## config.mk

```make
export PLATFORM = sky130hd
export DESIGN_NAME = dmul_unit
export DESIGN_NICKNAME = d
export VERILOG_FILES = /design/src/rtl/dmul_pkg.sv /design/src/rtl/dmul_decode.sv /design/src/rtl/dmul_lane.sv /design/src/rtl/dmul_unit.sv
export SDC_FILE = /design/constraint.sdc
export NUM_CORES = 2
export LEC_CHECK = 0
export BUFFER_PORTS_ARGS = -buffer_cell sky130_fd_sc_hd__buf_4
export CELL_PAD_IN_SITES_DETAIL_PLACEMENT = 1
export CELL_PAD_IN_SITES_GLOBAL_PLACEMENT = 2
export CORE_MARGIN = 3
export CORE_UTILIZATION = 45
export DETAILED_ROUTE_END_ITERATION = 10
export PLACE_DENSITY = 0.92
export SYNTH_ARGS = -nofsm -noshare
export SYNTH_HDL_FRONTEND = slang
export SYNTH_HIERARCHICAL = 1
export SYNTH_SLANG_ARGS = --single-unit
```

## constraint.sdc

```tcl
create_clock -name clk -period 3.45 [get_ports clk]
set_input_delay 0.345 -clock clk [delete_from_list [all_inputs] [get_ports clk]]
set_output_delay 0.345 -clock clk [all_outputs]
set_load 0.005 [all_outputs]
```

## src/rtl/dmul_pkg.sv

```systemverilog
package dmul_pkg;

  localparam int HALF_W = 16;
  localparam int LANE_W = 32;

  localparam logic [6:0] OPC_PACKED = 7'b1110111;
  localparam logic [2:0] F3_HALFMUL = 3'b001;

  typedef enum logic [1:0] {
    CMB_ONE = 2'd0,
    CMB_ADD = 2'd1,
    CMB_SUB = 2'd2
  } cmb_e;

  // Operand routing for the two multipliers of a lane plus the combine mode.
  typedef struct packed {
    logic m0_a_top;
    logic m0_b_top;
    logic m1_a_top;
    logic m1_b_top;
    cmb_e cmb;
  } dm_ctl_t;

  localparam dm_ctl_t CTL_IDLE = '{1'b0, 1'b0, 1'b0, 1'b0, CMB_ONE};

endpackage

```

## src/rtl/dmul_decode.sv

```systemverilog
module dmul_decode
  import dmul_pkg::*;
(
  input  logic       in_valid,
  input  logic [6:0] funct7,
  input  logic [2:0] funct3,
  input  logic [6:0] opcode,
  output logic       op_accept,
  output logic       op_illegal,
  output dm_ctl_t    ctl
);

  logic addressed;
  logic known;

  assign addressed = in_valid && (funct3 == F3_HALFMUL) && (opcode == OPC_PACKED);

  always_comb begin
    known = 1'b1;
    ctl   = CTL_IDLE;
    unique case (funct7)
      7'b0000100: ctl = '{1'b0, 1'b0, 1'b0, 1'b0, CMB_ONE};  // bottom x bottom
      7'b0001100: ctl = '{1'b0, 1'b1, 1'b0, 1'b0, CMB_ONE};  // bottom x top
      7'b0010100: ctl = '{1'b1, 1'b1, 1'b0, 1'b0, CMB_ONE};  // top x top
      7'b0011100: ctl = '{1'b0, 1'b0, 1'b1, 1'b1, CMB_ADD};  // straight pair sum
      7'b0011101: ctl = '{1'b1, 1'b0, 1'b0, 1'b1, CMB_ADD};  // crossed pair sum
      7'b0101100: ctl = '{1'b1, 1'b1, 1'b0, 1'b0, CMB_SUB};  // top minus bottom
      7'b0110100: ctl = '{1'b0, 1'b0, 1'b1, 1'b1, CMB_SUB};  // bottom minus top
      7'b0111100: ctl = '{1'b1, 1'b0, 1'b0, 1'b1, CMB_SUB};  // crossed difference
      default: begin
        known = 1'b0;
        ctl   = CTL_IDLE;
      end
    endcase
  end

  assign op_accept  = addressed && known;
  assign op_illegal = addressed && !known;

endmodule

```

## src/rtl/dmul_lane.sv

```systemverilog
module dmul_lane
  import dmul_pkg::*;
(
  input  dm_ctl_t             ctl,
  input  logic [LANE_W-1:0]   a,
  input  logic [LANE_W-1:0]   b,
  output logic [LANE_W-1:0]   res,
  output logic                sat
);

  localparam int SUM_W = LANE_W + 1;
  localparam logic signed [SUM_W-1:0] POS_LIMIT = {2'b00, {(LANE_W-1){1'b1}}};

  logic signed [HALF_W-1:0] m0_a, m0_b, m1_a, m1_b;
  logic signed [LANE_W-1:0] prod0, prod1;
  logic signed [SUM_W-1:0]  ext0, ext1, comb;

  assign m0_a = ctl.m0_a_top ? a[LANE_W-1:HALF_W] : a[HALF_W-1:0];
  assign m0_b = ctl.m0_b_top ? b[LANE_W-1:HALF_W] : b[HALF_W-1:0];
  assign m1_a = ctl.m1_a_top ? a[LANE_W-1:HALF_W] : a[HALF_W-1:0];
  assign m1_b = ctl.m1_b_top ? b[LANE_W-1:HALF_W] : b[HALF_W-1:0];

  assign prod0 = m0_a * m0_b;
  assign prod1 = m1_a * m1_b;

  assign ext0 = {prod0[LANE_W-1], prod0};
  assign ext1 = {prod1[LANE_W-1], prod1};

  always_comb begin
    unique case (ctl.cmb)
      CMB_ADD: comb = ext0 + ext1;
      CMB_SUB: comb = ext0 - ext1;
      default: comb = ext0;
    endcase
  end

  // Only the sum of two most-negative squares can leave the 32-bit range.
  assign sat = (ctl.cmb == CMB_ADD) && (comb > POS_LIMIT);
  assign res = sat ? POS_LIMIT[LANE_W-1:0] : comb[LANE_W-1:0];

endmodule

```

## src/rtl/dmul_unit.sv

```systemverilog
module dmul_unit
  import dmul_pkg::*;
#(
  parameter int XLEN = 64
) (
  input  logic            clk,
  input  logic            rst_n,
  input  logic            in_valid,
  input  logic [6:0]      funct7,
  input  logic [2:0]      funct3,
  input  logic [6:0]      opcode,
  input  logic [XLEN-1:0] src_a,
  input  logic [XLEN-1:0] src_b,
  output logic            out_valid,
  output logic            out_illegal,
  output logic            out_sat,
  output logic [XLEN-1:0] result
);

  localparam int LANES = XLEN / LANE_W;

  // Reset: asserted asynchronously, released through two flops.
  logic [1:0] rst_pipe;
  logic       rst_sync_n;

  always_ff @(posedge clk or negedge rst_n) begin
    if (!rst_n) rst_pipe <= 2'b00;
    else        rst_pipe <= {rst_pipe[0], 1'b1};
  end
  assign rst_sync_n = rst_pipe[1];

  logic    op_accept, op_illegal;
  dm_ctl_t ctl;

  dmul_decode u_decode (
    .in_valid   (in_valid),
    .funct7     (funct7),
    .funct3     (funct3),
    .opcode     (opcode),
    .op_accept  (op_accept),
    .op_illegal (op_illegal),
    .ctl        (ctl)
  );

  logic [XLEN-1:0]  lane_res;
  logic [LANES-1:0] lane_sat;

  for (genvar g = 0; g < LANES; g++) begin : g_lane
    dmul_lane u_lane (
      .ctl (ctl),
      .a   (src_a[g*LANE_W +: LANE_W]),
      .b   (src_b[g*LANE_W +: LANE_W]),
      .res (lane_res[g*LANE_W +: LANE_W]),
      .sat (lane_sat[g])
    );
  end

  // Next-state logic.
  logic            res_en;
  logic [XLEN-1:0] res_d, res_q;
  logic            valid_d, valid_q, ill_d, ill_q, sat_d, sat_q;

  always_comb begin
    res_en  = op_accept;
    res_d   = res_en ? lane_res : res_q;
    valid_d = op_accept;
    ill_d   = op_illegal;
    sat_d   = op_accept && (|lane_sat);
  end

  // Registers.
  always_ff @(posedge clk or negedge rst_sync_n) begin
    if (!rst_sync_n) begin
      res_q   <= '0;
      valid_q <= 1'b0;
      ill_q   <= 1'b0;
      sat_q   <= 1'b0;
    end else begin
      res_q   <= res_d;
      valid_q <= valid_d;
      ill_q   <= ill_d;
      sat_q   <= sat_d;
    end
  end

  assign result      = res_q;
  assign out_valid   = valid_q;
  assign out_illegal = ill_q;
  assign out_sat     = sat_q;

endmodule

```

==> impl_metrics.json, run 1 <==
{
  "outcome": "did not finish",
  "stop_stage": "5_1_grt",
  "tool.error": "[ERROR GRT-0232] Routing congestion too high. Check the congestion heatmap in the GUI.",
  "gp_congestion": 1.01,
  "ys_warn_count": 6,
  "cts.sink_count": 69,
  "dpl.cell_count": 8595,
  "die_w_um": 339,
  "rows": 121,
  "synth-seq-area-share_pct": 3.46,
  "synth-edff-count": 0,
  "ys_types": 97,
  "grt_start_max_net_pins": 51,
  "clock_path_buffers": 2,
  "pin_count": 215,
  "endpoint_type": "sequential cell input",
  "initial_core_util_pct": 45.6,
  "grt-ovfl-total": 22,
  "hpwlAfterDp_mm": 192,
  "cts_root_buf": "clkbuf_16",
  "synth-seq-cells": 69,
  "synthCells": 5690,
  "synth_flop_cell": "dfrtp_1",
  "synth_area_um2": 49900,
  "htreeDepth": 3,
  "syn-mean-instance-area_um2": 8.77,
  "die_y_um": 339,
  "syn_nets": 7288,
  "io_buffers": 214,
  "cts-buffers-inserted": 9,
  "async_reset_ff_share_pct": 100,
  "track_usage_pct": 68.8,
  "grt-worst-endpoint": "result[14]$_DFFE_PN0P_/D"
}
[Yosys cell counts, types with 7 or more instances]
master	number	area, um^2
o21a_1	46	345
buf_6	8	90.1
and3_1	25	156
dfrtp_1	69	1730
a21o_1	58	435
nand2_1	666	2500
o211ai_1	39	293
buf_1	16	60.1
nor2b_1	35	219
nor4_1	15	93.8
a211o_1	11	96.3
nand2b_1	49	307
xor2_1	71	622
xnor2_1	176	1540
buf_2	11	55.1
nor3_1	46	230
nor2_1	594	2230
o31ai_1	11	82.6
o21ai_1	11	55.1
inv_1	1226	4600
o21ai_0	97	485
a31oi_1	19	119
or2_2	29	181
o2111ai_1	7	61.3
mux2_4	49	736
nand3_1	42	210
clkbuf_1	112	420
mux2i_1	135	1350
or3_1	12	75.1
and2_1	29	181
mux2_2	123	1390
nand3b_1	8	60.1
nand4_1	20	125
a21oi_1	181	906
a211oi_1	21	158
fa_1	1050	21000
o21bai_1	17	128
nand3_2	29	290
ha_1	400	5000
[through the flow]
step / instance area (um^2) / setup TNS (ns) / setup slack (ns) / utilization [%]
floorplan: 50800 / -401.19 / -6.20 / -
global placement: 64200 / -451.03 / -7.00 / 58.7
detailed placement: 64200 / -481.27 / -7.47 / 58.7
CTS: 66800 / -434.30 / -6.76 / 61.0
[logic make-up after synthesis]
group / count (synthesis) / synth area share, %
xor+xnor: 248 / 4.38
compound gates: 598 / 7.92
simple gates: 1630 / 14.3
other cells: 1 / 0.00752
flops: 69 / 3.46
fa+ha+maj: 1450 / 52.2
mux: 312 / 7.08
buf+inv: 1382 / 10.7
[metal layers]
layer	GRT usage (%)	GRT overflow
met1	64.0	0
met4	72.5	10
met3	56.3	0
met5	34.9	0
met2	85.6	12
[repair_timing]
item	in CTS
hold buffers	1
gates resized for setup	247
pin swaps	83
endpoints found under the hold margin	2
cloned	12
buffers inserted	107
endpoints found under the setup margin	65
==> run 2, diff against run 1 <==
CELL_PAD_IN_SITES_DETAIL_PLACEMENT = default   (was 1)
CELL_PAD_IN_SITES_GLOBAL_PLACEMENT = default   (was 2)
CORE_UTILIZATION = 30   (was 45)
PLACE_DENSITY = default   (was 0.92)
PLACE_DENSITY_LB_ADDON = 0.15   (was default)
==> run 2 against run 1 <==
Against the previous run:
- the flow now finishes, with violations (negative setup slack)
- synthesized cell count unchanged
- area after synthesis is the same
==> impl_metrics.json, run 2 <==
{
  "setup_viol": 65,
  "coreArea_um2": 165000,
  "place_ws_ns": -7.23,
  "largest_reg_flops": 64,
  "cp.arrival_ns": 10.47,
  "setup_tns_ns": -425.05,
  "ys_warn_count": 6,
  "reg2regPathDepth": 1,
  "drtIter0Drc": 1992,
  "regToRegEndpoint": "result[9]$_DFFE_PN0P_",
  "pin_count": 215,
  "crit_path_max_fanout": 7,
  "slew_viol_final": 0,
  "drv_cap": 0,
  "worst_pin_slew_ns": 0.961,
  "die_y_um": 414,
  "synthCells": 5690,
  "synth-seq-area-share_pct": 3.46,
  "cts_root_buf": "clkbuf_16",
  "rows": 149,
  "violations": "negative setup slack",
  "initial_core_util_pct": 30.2,
  "grt-ovfl-total": 0,
  "die-area_um2": 171000,
  "ys_types": 97,
  "ys_top_cells_by_count": "1,226 x inv_1, 1,050 x fa_1, 666 x nand2_1",
  "fin_nets": 8863,
  "worst-path-buf-inv": 10,
  "syn2layout_area_growth_pct": 35.1,
  "startpoint_type": "primary input",
  "synth_area_leaders": "fa_1 42%, ha_1 10%, inv_1 9.2%",
  "clk_latency_ns": 0.40,
  "io_buffers": 214,
  "route.detailed.drc": 0,
  "wl_mm": 184,
  "final_cell_mix": "1,623 x buf_4, 1,216 x inv_1, 1,039 x fa_1",
  "fillCellCount": 16800,
  "grt_pass1_wl_mm": 282,
  "hpwlAfterDp_mm": 166,
  "clock_path_buffers": 2,
  "grt_start_max_net_pins": 67,
  "crit_required_ns": 3.76,
  "path_clk_slew_ns": 0.07,
  "critPathKind": "primary input to flip-flop",
  "post-route-period-util_pct": 294,
  "gp_congestion": 0.937,
  "synth-seq-cells": 69,
  "yosysMostFrequentCell": "inv_1",
  "syn_nets": 7288,
  "num_vias": 43300,
  "synth_flop_cell": "dfrtp_1",
  "finClkSkew_ns": 0.0235,
  "async_reset_ff_share_pct": 100,
  "drive_gt1_share_pct": 29.9,
  "outcome": "finished, violations left",
  "critical_path.most_common_cell": "fa_1",
  "synth_area_um2": 49900,
  "htreeDepth": 3,
  "rsz0062_at_grt": "true",
  "synth-edff-count": 0,
  "slew_headroom_pct": 35.9,
  "cts_tree": "yes",
  "cp-end-kind": "flip-flop",
  "hold_viol_final": 0,
  "track_usage_pct": 21.6,
  "cts.sink_count": 69,
  "first_global_vias": 47100,
  "hp-class": "primary input to asynchronous set/reset pin",
  "ff2ff_setup_slack_ns": 2.24,
  "diodes": 0,
  "worst_slack_ns": -6.71,
  "cts-buffers-inserted": 9,
  "dr.pass1.iters": 6,
  "viasPerCell": 4.58,
  "crit_family": "adder cells",
  "antenna_found_initial": 3,
  "syn-mean-instance-area_um2": 8.77,
  "cpPeakStageDelay_ns": 0.69,
  "layout_commonest_cell": "buf_4",
  "dpl.cell_count": 9360,
  "stdcell_count": 9459,
  "routedWlPerCell_um": 19.4,
  "timing.fmax_ghz": 0.0985,
  "cp_slowest_cell": "or4b_4",
  "ant_nets": 0,
  "yosys.area.top_type": "fa_1",
  "die_w_um": 414,
  "min_period_ns": 10.16,
  "synth_top_area_share_pct": 42.1,
  "reg2reg_from": "rst_pipe[1]$_DFF_PN0_"
}
==> run 2: cell counts after synthesis <==
Identical to the previous run, type by type.
==> run 2: routing by layer <==
metal	vias up	global-route usage [%]	share of wire, %
met3	176	2.06	3.5
met1	21600	27.8	43
met4	0	6.78	3.7
met5	-	0	0
met2	804	38.0	49
li1	20800	-	-
==> run 2: timing repair <==
| action | 4_1_cts | 5_1_grt |
|---|---|---|
| gates resized for setup | 30 | 138 |
| hold endpoints to repair | 2 | 0 |
| endpoints found under the setup margin | 65 | 65 |
| gates cloned | 0 | 6 |
| buffers inserted | 11 | 66 |
| hold buffers | 1 | 0 |
| pin swaps | 6 | 10 |
==> run 2: cell type report <==
type	count	area (um^2)	share of cell area, %
Timing Repair Buffer	1716	13800	20.5
Multi-Input combinational cell	4239	44200	65.5
Clock inverter	7	104	0.154
Inverter	1230	4620	6.86
Sequential cell	69	1730	2.57
Clock buffer	9	225	0.334
Tap cell	2189	2740	4.06
==> run 2: worst max-delay path by stage <==
| stage | from | to | cells past startpoint |
|---|---|---|---|
| after detailed placement | funct7[1] | result[33]$_DFFE_PN0P_ | 42 |
| after global routing | funct7[6] | result[52]$_DFFE_PN0P_ | 46 |
| after floorplan | funct7[6] | result[5]$_DFFE_PN0P_ | 45 |
| after CTS | funct7[1] | result[33]$_DFFE_PN0P_ | 42 |
| final | funct7[6] | result[47]$_DFFE_PN0P_ | 43 |
| after global placement | funct7[1] | result[54]$_DFFE_PN0P_ | 42 |
==> run 2: stage by stage <==
step                hold slack [ns]  area, um^2  utilization (%)
finish                        0.279       67400             40.8
global route                  0.264       67400             40.8
CTS                           0.244       66100             40.1
detailed placement            0.131       65600             39.7
global placement              0.129       65600             39.7
floorplan                    0.0494       50800                -
==> run 2: logic make-up (layout without fill, tap and decap cells) <==
group | Yosys count | in the layout | synth area share (%)
buffers and inverters | 1382 | 2962 | 10.7
other | 1 | 1 | 0.00752
XOR/XNOR | 248 | 248 | 4.38
AO/OA/AOI/OAI | 598 | 598 | 7.92
AND/OR/NAND/NOR | 1630 | 1630 | 14.3
multiplexers | 312 | 312 | 7.08
adder cells (fa/ha/maj) | 1450 | 1450 | 52.2
flip-flops | 69 | 69 | 3.46
Power of run 2 is left out: the tool's default activity adds up to more than one toggle a clock period on the data nets, which glitch-free logic cannot reach.
